## config.mk

```make
export PLATFORM = sky130hd
export DESIGN_NAME = wdog_top
export DESIGN_NICKNAME = d
export VERILOG_FILES = /design/src/rtl/wdog_pkg.sv /design/src/rtl/wdog_datapath.sv /design/src/rtl/wdog_ctrl.sv /design/src/rtl/wdog_top.sv
export SDC_FILE = /design/constraint.sdc
export NUM_CORES = 1
export LEC_CHECK = 0
export BUFFER_PORTS_ARGS = -buffer_cell sky130_fd_sc_hd__buf_2
export CORE_MARGIN = 2
export CORE_UTILIZATION = 40
export DETAILED_ROUTE_END_ITERATION = 10
export SLEW_MARGIN = 10
export SYNTH_ARGS = -nofsm -noshare
export SYNTH_HDL_FRONTEND = slang
export SYNTH_SLANG_ARGS = --single-unit
```

## constraint.sdc

```tcl
create_clock -name clk -period 2.59 [get_ports clk]
set_input_delay 0.1295 -clock clk [delete_from_list [all_inputs] [get_ports clk]]
set_output_delay 0.1295 -clock clk [all_outputs]
set_load 0.02 [all_outputs]
```

## src/rtl/wdog_pkg.sv

```systemverilog
package wdog_pkg;
  localparam int POST_W = 5;
  localparam int KEY_W  = 16;
  localparam logic [KEY_W-1:0] SERVICE_KEY = 16'h5743;

  typedef enum logic [1:0] {
    WIN_3Q  = 2'b00,
    WIN_1H  = 2'b01,
    WIN_3E  = 2'b10,
    WIN_1Q  = 2'b11
  } winSel_e;

  typedef struct packed {
    logic clr;
    logic inc;
  } cntStrb_t;
endpackage

```

## src/rtl/wdog_datapath.sv

```systemverilog
module wdog_datapath
  import wdog_pkg::*;
#(
  parameter int PW    = POST_W,
  localparam int CW   = 2 ** PW
) (
  input  logic          clk,
  input  logic          rst_n,
  input  cntStrb_t      strb,
  input  logic [PW-1:0] postDiv,
  input  logic [1:0]    winCode,
  output logic          atTop,
  output logic          beforeWin
);
  logic [CW-1:0] cnt;
  logic [CW:0]   period;
  logic [CW:0]   lastCnt;
  logic [CW:0]   winSize;
  logic [CW:0]   boundary;

  always_comb begin
    period  = (CW+1)'(1) << postDiv;
    lastCnt = period - (CW+1)'(1);
    unique case (winSel_e'(winCode))
      WIN_1Q:  winSize = period >> 2;
      WIN_3E:  winSize = (period >> 2) + (period >> 3);
      WIN_1H:  winSize = period >> 1;
      default: winSize = (period >> 1) + (period >> 2);
    endcase
    boundary  = period - winSize;
    atTop     = {1'b0, cnt} >= lastCnt;
    beforeWin = {1'b0, cnt} < boundary;
  end

  always_ff @(posedge clk or negedge rst_n) begin
    if (!rst_n)        cnt <= '0;
    else if (strb.clr) cnt <= '0;
    else if (strb.inc) cnt <= cnt + 1'b1;
  end

  p_clear_zero_r9: assert property (@(posedge clk) disable iff (!rst_n)
    strb.clr |=> cnt == '0);
  p_step_one_r1: assert property (@(posedge clk) disable iff (!rst_n)
    (strb.inc && !strb.clr) |=> cnt == $past(cnt) + 1'b1);
  p_hold_r3: assert property (@(posedge clk) disable iff (!rst_n)
    (!strb.inc && !strb.clr) |=> $stable(cnt));
endmodule

```

## src/rtl/wdog_ctrl.sv

```systemverilog
module wdog_ctrl
  import wdog_pkg::*;
(
  input  logic             clk,
  input  logic             rst_n,
  input  logic             tickEn,
  input  logic             keyWr,
  input  logic [KEY_W-1:0] keyData,
  input  logic             swEnable,
  input  logic             swWinEn,
  input  logic             cfgForceEn,
  input  logic             cfgForceWin,
  input  logic             dbgClear,
  input  logic             clkSwitch,
  input  logic             atTop,
  input  logic             beforeWin,
  output cntStrb_t         strb,
  output logic             nmiReq,
  output logic             enActive,
  output logic             winActive
);
  logic keyHit;
  logic fault;

  assign enActive  = cfgForceEn | swEnable;
  assign winActive = cfgForceWin | swWinEn;
  assign keyHit    = keyWr && (keyData == SERVICE_KEY);

  always_comb begin
    strb  = '0;
    fault = 1'b0;
    if (!enActive) begin
      strb.clr = 1'b1;
    end else if (dbgClear || clkSwitch) begin
      strb.clr = 1'b1;
    end else if (keyHit) begin
      strb.clr = 1'b1;
      fault    = winActive && beforeWin;
    end else if (tickEn) begin
      if (atTop) begin
        strb.clr = 1'b1;
        fault    = 1'b1;
      end else begin
        strb.inc = 1'b1;
      end
    end
  end

  always_ff @(posedge clk or negedge rst_n) begin
    if (!rst_n) nmiReq <= 1'b0;
    else        nmiReq <= fault;
  end

  p_off_quiet_r7: assert property (@(posedge clk) disable iff (!rst_n)
    !enActive |=> !nmiReq);
  p_dbg_quiet_r9: assert property (@(posedge clk) disable iff (!rst_n)
    (dbgClear || clkSwitch) |=> !nmiReq);
  p_bad_key_r3: assert property (@(posedge clk) disable iff (!rst_n)
    (keyWr && keyData != SERVICE_KEY && !tickEn) |=> !nmiReq);
  p_early_nmi_r5: assert property (@(posedge clk) disable iff (!rst_n)
    (enActive && keyHit && winActive && beforeWin && !dbgClear && !clkSwitch) |=> nmiReq);
  p_idle_low_r10: assert property (@(posedge clk) disable iff (!rst_n)
    (!tickEn && !keyWr) |=> !nmiReq);
endmodule

```

## src/rtl/wdog_top.sv

```systemverilog
module wdog_top
  import wdog_pkg::*;
(
  input  logic              clk,
  input  logic              rst_n,
  input  logic              tickEn,
  input  logic              keyWr,
  input  logic [KEY_W-1:0]  keyData,
  input  logic              swEnable,
  input  logic              swWinEn,
  input  logic [1:0]        winCode,
  input  logic [POST_W-1:0] postDiv,
  input  logic              cfgForceEn,
  input  logic              cfgForceWin,
  input  logic              dbgClear,
  input  logic              clkSwitch,
  output logic              nmiReq,
  output logic              enActive,
  output logic              winActive
);
  cntStrb_t strb;
  logic     atTop;
  logic     beforeWin;

  wdog_ctrl u_ctrl (
    .clk(clk), .rst_n(rst_n), .tickEn(tickEn), .keyWr(keyWr), .keyData(keyData),
    .swEnable(swEnable), .swWinEn(swWinEn), .cfgForceEn(cfgForceEn),
    .cfgForceWin(cfgForceWin), .dbgClear(dbgClear), .clkSwitch(clkSwitch),
    .atTop(atTop), .beforeWin(beforeWin), .strb(strb), .nmiReq(nmiReq),
    .enActive(enActive), .winActive(winActive)
  );

  wdog_datapath #(.PW(POST_W)) u_dp (
    .clk(clk), .rst_n(rst_n), .strb(strb), .postDiv(postDiv),
    .winCode(winCode), .atTop(atTop), .beforeWin(beforeWin)
  );
endmodule

```

# Yosys cells after proc, flatten, opt, wreduce, memory -nomap -nowiden
# Index checks and enable logic that the tools add are counted.
# totals
regBits,33
latchBits,0
mem_bits_rw,0
romBits,0
in_bits,33
elab_cells,36
n_memories,0
# classes
add_sub_neg,5
multipliers,0
div_mod_pow,0
magnitude_cmp,2
n_eq_ne,4
n_shift,1
mux,16
bitwise_logic,2
n_reduce_logical,4
# op_table
operator,n
$pmux W33 S3,1
$mux W32,2
$add A32 B31 Y33,1
$ge A32 B33 Y1,1
$lt A32 B33 Y1,1
$shl A1 B5 Y33 const A,1
$sub A33 B1 Y33 const B,1
$sub A33 B33 Y33,1
$add A31 B30 Y32,1
$add A32 B1 Y32 const B,1
$eq A16 B15 Y1 const B,1
$mux W1,12
$eq A2 B2 Y1 const B,2
$eq A2 B1 Y1 const B,1
$logic_and A1 B1 Y1,2
$mux W2,1
$or A1 B1 Y1,2
$reduce_bool A2 Y1,1
$logic_or A1 B1 Y1,1

# Longest topological paths before layout
# Gate-level depths: netlist (run 1).
# depth
depth_word,10
mapped_depth,33
depth_no_buf,32

# Modules after synthesis
# From an unflattened synthesis (run 1), not the netlist that was laid out.
# hier_totals
hier_cells,1218
area_unflattened_um2,9225.1
# by_module_without_submodules
mod,n_inst,cells_each,area_each_um2,seq_area_each_um2
wdog_datapath,1,1200,9080.0,800.8
wdog_ctrl,1,18,145.1,25.0

# Worst setup path after synthesis (run 1)
# OpenSTA, ideal clock, no wires.
# synth_path
path_kind,input-to-reg
from,input postDiv[0]
to,register u_ctrl.nmiReq
arrival_ps,6190
setup_slack_ps,-3669
cell_stages,29
cell_sequence,buf_2 -> nor2_1 -> and2_1 -> nand2_1 -> inv_1 -> ha_1 -> fa_1 -> and4_1 -> a2111oi_1 -> o21ai_1 -> a31oi_2 -> o21bai_1 -> xnor2_1 -> mux4_2 -> ha_1 -> nand2_1 -> o211ai_1 -> a211oi_1 -> or3b_2 -> o31a_1 -> a31oi_1 -> xnor2_1 -> ha_1 -> a21o_1 -> a211o_1 -> a211oi_1 -> a211oi_1 -> or4_1 -> nand3_1
# synth_between
elab_chain_len,9
# synth_rtl
item,line,rtl
from (decl),wdog_top.sv:12,"input logic [POST_W-1:0] postDiv,"
$shl A1 B5 Y33 (*),wdog_datapath.sv:22,period = (CW+1)'(1) << postDiv;
$add A32 B31 Y33 / $add A31 B30 Y32 (equally long branches),"wdog_datapath.sv:28, wdog_datapath.sv:26",
$pmux W33 S3,wdog_datapath.sv:24,unique case (winSel_e'(winCode))
$sub A33 B33 Y33,wdog_datapath.sv:30,boundary = period - winSize;
$lt A32 B33 Y1,wdog_datapath.sv:32,"beforeWin = {1'b0, cnt} < boundary;"
$logic_and A1 B1 Y1,wdog_ctrl.sv:38,fault = winActive && beforeWin;
$mux W1 (*),wdog_ctrl.sv:36,end else if (keyHit) begin
$mux W1 (*),wdog_ctrl.sv:34,end else if (dbgClear || clkSwitch) begin
$mux W1 (*),wdog_ctrl.sv:32,if (!enActive) begin
named net u_ctrl.fault,wdog_ctrl.sv:23,logic fault;
to (signal assigned),wdog_ctrl.sv:51,else nmiReq <= fault;
to (decl),wdog_ctrl.sv:18,"output logic nmiReq,"
# The timed path passes the listed nets; every way through them passes the cells marked *.
# A chain may end at the register's enable or synchronous reset.

# Worst setup path after layout (run 1)
# layout_path
from,input postDiv[3]
to,register u_ctrl.nmiReq
# The elaborated chain is that of the path after synthesis.

==> run summary, run 1 <==
The register share of total power came out at 0.184. The depth of the most critical reg-to-reg path is 11. The checks that failed: negative setup slack. The clock period minus worst slack came out at roughly 5700 ps. The number of placement rows came out at 56. Detailed placement ended at an HPWL of 29300 um. The first detailed-routing pass took 5 iterations. The setup path with the least slack is of type input pin to flip-flop.

The final worst-path setup slack came out at -3100 ps. The leakage power total is roughly 7.4 nW. The share of the yosys chip area belonging to registers is 0.0877. The number of fill cells came out at between 1500 and 2000. The core occupancy in the finished layout came out at 0.653.

The pre-CTS setup slack came out at -3600 ps. On the worst path, the slowest cell contributes a delay of around 500 ps. In the layout the commonest cells are 473 x buf_4, 141 x ha_1, 107 x nand2_1.

For the worst-skew pair, the clock arrives at the later sink with an insertion delay of around 290 ps. The core region is 23300 um^2. The share of Yosys cell area claimed by the top area cell type is 0.232. The CTS clock-pin slew for the worst setup and hold paths is ~60 ps.

Headroom to the max-slew limit came out at 0.486. The launch point of the worst hold path is tickEn. The number of flops mapped to enable cells by yosys is 0. After detailed routing, the number of remaining DRC violations is 0. The internal reg-to-reg setup slack is -80 ps. The count of synthesis-stage warnings from yosys is 0.

The iteration-0 DRC count of the detailed router came out at 829. The die is about 160 um tall. CTS placed an instance of clkbuf_16 at the clock tree root.

The worst-margin pin slew came out at approximately 770 ps. The synthesized netlist net count is 1488. The routability-driven placement congestion ratio came out at 0.966. The combinational share of power came out at 0.561.

The count of nets left with antenna violations after detail routing is 0. The cell count after synthesis came out at between 1000 and 1500. The max-capacitance violation count is 0.

Pin placement for this block handled 36 I/O pins. In this run the critical register-to-register path is captured at u_dp.cnt[9]. The endpoint required time on the critical path is between 2000 and 3000 ps.

Ranked by total cell area, the synthesized netlist is headed by ha_1 23%, dfrtp_1 8.8%, xnor2_1 8.6%. The number of global-route vias before repair is around 11000. The total overflow left after global routing is 0. The initial core utilization is 0.405. The TritonCTS clock tree is built. In the final layout, flip-flops and latches occupy about 830 um^2. Along the worst hold path, the cell count comes to 3. The flip-flop and latch count after synthesis is 33. No sink is reached through more buffers than the 2 on the longest clock path.

The type of the most critical hold path is input pin to flip-flop. The count of clock tree sinks came out at 33. Of all cell types, the one taking the most synthesized area is ha_1. Setup repair after global routing could not meet its margin everywhere.

The count of H-tree levels built during CTS is 2. The maximum clock rate came out at 176 MHz. The switching fraction of total power is 0.362.

The final count of pins violating max slew came out at 0. In the final routed layout, each cell accounts on average for roughly 17 um. In this run the worst setup path begins at postDiv[3]. The overall via count from detail_route came out at 11352. The average instance area after synthesis is 7.38 um^2. After detailed routing, the number of vias per cell comes to 5.46. Setup violations remaining at the end of the flow were counted as 33. The net switching power came out at 1.01 mW. Among all stages on the critical path, the largest delay is contributed by mux4_2.

The post-layout net count is a little under 2000. After synthesis, the netlist uses 78 different library cells. The element type at the critical path start is an input pin. Data arrives at the worst endpoint at between 5000 and 6000 ps. After synthesis, the share of flip-flops with an asynchronous set or reset is 1.00.

In this run the worst path has a maximum fanout of 5. The die is about 160 um wide. The commonest non-fill, non-tap cell in the layout is buf_4.

The internal portion of the total power is ~1.8 mW. From synthesis to final layout, the design area changed by 61.3%. Of the total power, the clock network draws 0.254. In this design, the critical path's most frequently occurring cell is a21o_1. The power density over cell area is 185 nW/um^2.

The count of antenna diodes in the layout is 0. In the synthesized netlist the dominant register cell turns out to be dfrtp_1. The floorplan step defined a die boundary enclosing about 25000 um^2. STA classifies the critical path endpoint as a flip-flop.

The startpoint identified for the worst register-to-register timing path is u_dp.cnt[0]. The run finished, with violations left. The number of antenna violations at the first check in global routing came out at 0. The final worst-path cycle share is 2.20.

The peak supply drop is 0.000351 V. The total detailed-routing wirelength is 35800 um. The first global-routing pass estimated 55500 um of wire.

Port buffering added 35 buffers. The fraction of layout instances using a drive strength above 1 is 0.428. The global routing usage summed across all routing layers came out at 0.283. The area of the multi-input gates came out at between 9000 and 10000 um^2. The final worst clock skew is roughly 4.3 ps. The number of CTS-inserted buffers came out at 5. In this run the cell area of the synthesized design comes to 9420 um^2. The count of final hold-check violations was 0. The end of the worst hold path is u_ctrl.nmiReq. The maximum number of pins on one net before global-route repair came out at 34.
state kept, by name, summed over array words and instances (netlist names):
register       cells
u_ctrl.nmiReq      1
u_dp.cnt          32
final cells by class:
type,count,share of cell area
inverter,59,0.0158
clock buffer,7,0.00939
sequential,33,0.0544
clock inverter,1,0.00198
timing repair buffer,533,0.273
tap,319,0.0263
multi-input combinational,1126,0.620
cell families after synthesis:
logic type,after synthesis,synth area share
fa+ha+maj,178,0.239
compound gates,382,0.261
buf+inv,118,0.0488
xor+xnor,128,0.119
simple gates,429,0.227
mux,9,0.0177
flops,33,0.0877
cells in the mapped netlist (10+ instances only):
cell      instances
dfrtp_1          33
o21bai_1         11
a21o_1           47
clkbuf_1         41
nand2_1         124
nor3_1           34
nand2b_1         16
a211oi_1         10
nand3_1          30
o211ai_1         27
and2_1           12
nor2b_1          11
xnor2_1          93
xor2_1           35
nand4_1          39
o21a_1           20
o21ai_0          90
a21oi_1         103
ha_1            175
nor2_1           98
inv_1            58
timing repair:
| item | in CTS | in global routing |
|---|---|---|
| setup endpoints to repair | 33 | 33 |
| pin swaps | 78 | 90 |
| buffers inserted | 34 | 21 |
| resized for setup | 103 | 79 |
| cloned | 1 | 0 |
| hold buffers | 1 | 0 |
| endpoints found under the hold margin | 33 | 0 |
worst max path at each step:
stage                               end  slack [ps]  depth (start not counted)
after floorplan           u_ctrl.nmiReq       -3100                         28
after global placement    u_ctrl.nmiReq       -3410                         30
after detailed placement  u_ctrl.nmiReq       -3600                         33
after CTS                 u_ctrl.nmiReq       -2900                         27
after global routing      u_ctrl.nmiReq       -3260                         31
final                     u_ctrl.nmiReq       -3100                         26
worst max-delay path: cells and delay by family:
| family | cells | cell delay [ps] |
|---|---|---|
| simple gates | 6 | 1570 |
| mux | 1 | 510 |
| xor+xnor | 2 | 270 |
| buf+inv | 3 | 450 |
| compound gates | 11 | 2180 |
| fa+ha+maj | 3 | 800 |
layer usage:
layer	share of wire	GRT usage	vias up
li1	-	-	5589
met1	0.47	0.388	5407
met5	0	0	-
met4	0.025	0.0753	0
met2	0.47	0.482	298
met3	0.036	0.0143	58
stage by stage:
step                      cells  power, mW  cell area, um^2  setup TNS, ps  hold WS [ps]
final                      2078       2.81            15200         -51630           193
after global routing       2078       2.96            15200         -55610           226
after CTS                  2057       2.71            14700         -48720           182
after detailed placement   2014       1.89            13700         -68820           242
after global placement     2014       1.87            13700         -67310           251
after floorplan            1277       1.32            10100         -35800          -166
power groups by stage:
stage,sequential [mW],combinational (mW),clock [mW]
4_1_cts,0.517,1.48,0.716
5_1_grt,0.517,1.71,0.741
6_report,0.517,1.58,0.714
2_1_floorplan,0.526,0.792,0
3_5_place_dp,0.526,1.36,0
3_3_place_gp,0.526,1.34,0
Power figures use the tool's default switching activity.
==> inputs of run 2 (changes only) <==
- PLACE_DENSITY: unset -> 0.66
==> run 2 against run 1 <==
  * The flow still finishes with violations (negative setup slack)
  * Critical path depth is 3 higher
  * Via count is 0.55% lower
  * Final cell count down 0.67%
  * Combinational power shrank 4%
  * Clock skew about the same
  * Critical endpoint unchanged
  * Largest power group unchanged
  * Die area unchanged
  * Worst hold slack improved by 19 ps
  * Non-clock buffer count is 13 lower
==> run summary, run 2 (synthesis results as in run 1) <==
The later pin in the worst-skew pair is clocked with a latency of 280 ps. Counting flops per register, the top entry is u_dp.cnt. For hold timing, the worst endpoint is u_ctrl.nmiReq. The first detailed-routing pass ran for 5 iterations. The count of final hold-check violations came out at 0.

The number of global-route vias before repair came out at roughly 11000. The leakage power total is about 7.3 nW. Wires add up to 35800 um. The cell area after layout came out at roughly 15000 um^2. Dividing the detail-routed wire length by the instance count gives between 15 and 20 um. Row generation in the floorplan step produced 56 rows. The flow ran to the end, but the final reports show violations. The endpoint identified for the worst register-to-register timing path is u_dp.cnt[11]. The maximum clock rate is between 150 and 200 MHz. The max-capacitance violation count is 0.

The largest individual stage delay along the critical path comes from the cell mux4_2. The number of antenna violations at the first check in global routing is 0. The element type at the critical path start is an input pin. The worst hold-check slack came out at about 210 ps. The area added between synthesis and finish came out at 59.1%.

The instance area at placement is around 14000 um^2. The kind of cell adding the most delay to the critical path is compound AO/OA/AOI/OAI gates. The first-pass GRT wire length came out at 56000 um. The layout has approximately 1900 filler cells. The depth of the most critical reg-to-reg path is 13. The worst hold path begins at tickEn.

The power density over cell area is between 150 and 200 nW/um^2. The worst setup path is of the input pin to flip-flop kind. Leaving out fill and tap cells, the most frequent cells in the layout are 455 x buf_4, 147 x ha_1, 106 x nand2_1. The cell depth of the worst hold path came out at 3.

The critical path contains buffers and inverters numbering 3 combined. For the finished layout, the period the worst path requires is about 5600 ps. The worst setup path is captured at a flip-flop. Routability-driven placement finished with a final weighted congestion of 0.993. The overall via count from detail_route is approximately 11000.

Of the cells placed in the final design, the portion with a size suffix greater than 1 is 0.428. The width of the chip is roughly 160 um. The worst-margin pin slew came out at just under 800 ps. The net count of the finished layout is about 2000. IR analysis of the VDD net gives a maximum drop of between 0.0003 and 0.0004 V. On the worst path, the slowest cell contributes a delay of 520 ps. The iteration-0 DRC count of the detailed router is 855. The height of the chip is about 160 um. Using the TritonRoute via totals, the vias-per-cell ratio works out to 5.47. The CTS clock-pin slew for the worst setup and hold paths is 50 ps.

The number of buffers added on ports came out at 35. Setup repair after global routing could not meet its margin everywhere. The maximum number of pins on one net before global-route repair came out at 34. The core region is 23300 um^2. In this run the deepest clock path goes through 2 buffers. The post-detailed-route DRC marker count came out at 0. The final worst-path setup slack came out at -3040 ps. The maximum net fanout on the critical path is 7. TritonCTS built the clock tree. The initial utilization of the core area, before any placement, comes to 0.405. The worst register-to-register path begins at u_dp.cnt[24]. The final count of pins violating max slew came out at 0. The checks that failed: negative setup slack.

Clock tree synthesis selected as its root buffer the cell clkbuf_16. The remaining max-slew budget at the tightest pin came out at 0.486. The count of clock tree sinks is 33.

The placed wire-length estimate after detailed placement came out at between 20000 and 30000 um. Between clock sinks in the finished design, the worst skew comes to roughly 4.6 ps. The overflow left after global routing came out at 0. In this run the worst setup path begins at postDiv[4]. The top-level I/O count came out at 36. Among the stages of the critical path, the cell type that occurs most often is a211oi_2.

The tightest min-delay check is of the input pin to flip-flop type. The core occupancy in the finished layout is 0.644. The endpoint required time on the critical path is 2810 ps. The global routing usage summed across all routing layers came out at 0.284. The final worst-path cycle share is 2.17. The area of the multi-input gates came out at roughly 9300 um^2. In the final layout, the registers with the most flip-flops are u_dp.cnt (32), u_ctrl.nmiReq (1). For the worst setup path, the data arrival time is slightly below 6000 ps. The count of antenna diodes in the layout is 0.

The count of nets left with antenna violations after detail routing came out at 0. The flip-flop count of the largest register, all copies and words added came out at 32. The number of clock buffers added by TritonCTS is 5.

The worst register-to-register path has a setup slack of -80 ps. The count of H-tree levels built during CTS came out at 2. The floorplan step defined a die boundary enclosing about 25000 um^2. The count of final setup violators came out at 33. The library cell used most frequently in the layout, excluding fill and tap cells, is buf_4. The sequential cells in the finished layout cover a total of 826 um^2.
run 2: final cells by class:
cell class,count,share of cell area
Sequential cell,33,0.0551
Timing Repair Buffer,520,0.270
Clock buffer,7,0.00952
Inverter,59,0.0159
Tap cell,319,0.0266
Multi-Input combinational cell,1126,0.623
run 2: tightest hold or removal path: stages:
cell     delay [ps]
buf_2           140
nand3_1         100
nand3_1          80
run 2: power breakdown:
| group | leakage (nW) | internal, mW | switching [mW] |
|---|---|---|---|
| Sequential | 0.461 | 0.517 | 0.000470 |
| Clock | 0.0700 | 0.377 | 0.216 |
| Combinational | 6.81 | 0.753 | 0.763 |
run 2: worst max path at each step:
stage          cells past startpoint             to
3_3_place_gp                      32  u_ctrl.nmiReq
6_report                          29  u_ctrl.nmiReq
3_5_place_dp                      29  u_ctrl.nmiReq
5_1_grt                           29  u_ctrl.nmiReq
2_1_floorplan                     28  u_ctrl.nmiReq
4_1_cts                           30  u_ctrl.nmiReq
run 2: what timing repair did:
action / 4_1_cts / 5_1_grt
hold endpoints to repair: 33 / 0
setup buffers: 29 / 11
setup endpoints to repair: 33 / 33
resized for setup: 97 / 97
pin swaps: 58 / 70
hold buffers: 1 / 0
cloned: 2 / 0
run 2: metal layers:
| metal | track usage | vias to the layer above | part of all wire |
|---|---|---|---|
| met3 | 0.0154 | 62 | 0.043 |
| met5 | 0 | - | 0 |
| met2 | 0.486 | 332 | 0.47 |
| met1 | 0.387 | 5331 | 0.46 |
| met4 | 0.0818 | 0 | 0.028 |
| li1 | - | 5564 | - |
run 2: stage by stage:
| step | setup slack (ps) | TNS [ps] | power, mW | instances |
|---|---|---|---|---|
| floorplan | -3100 | -35800 | 1.32 | 1277 |
| global placement | -3570 | -67960 | 1.85 | 2016 |
| detailed placement | -3640 | -68910 | 1.88 | 2016 |
| CTS | -2980 | -57530 | 2.54 | 2054 |
| global route | -3280 | -69800 | 2.78 | 2064 |
| finish | -3040 | -62970 | 2.63 | 2064 |
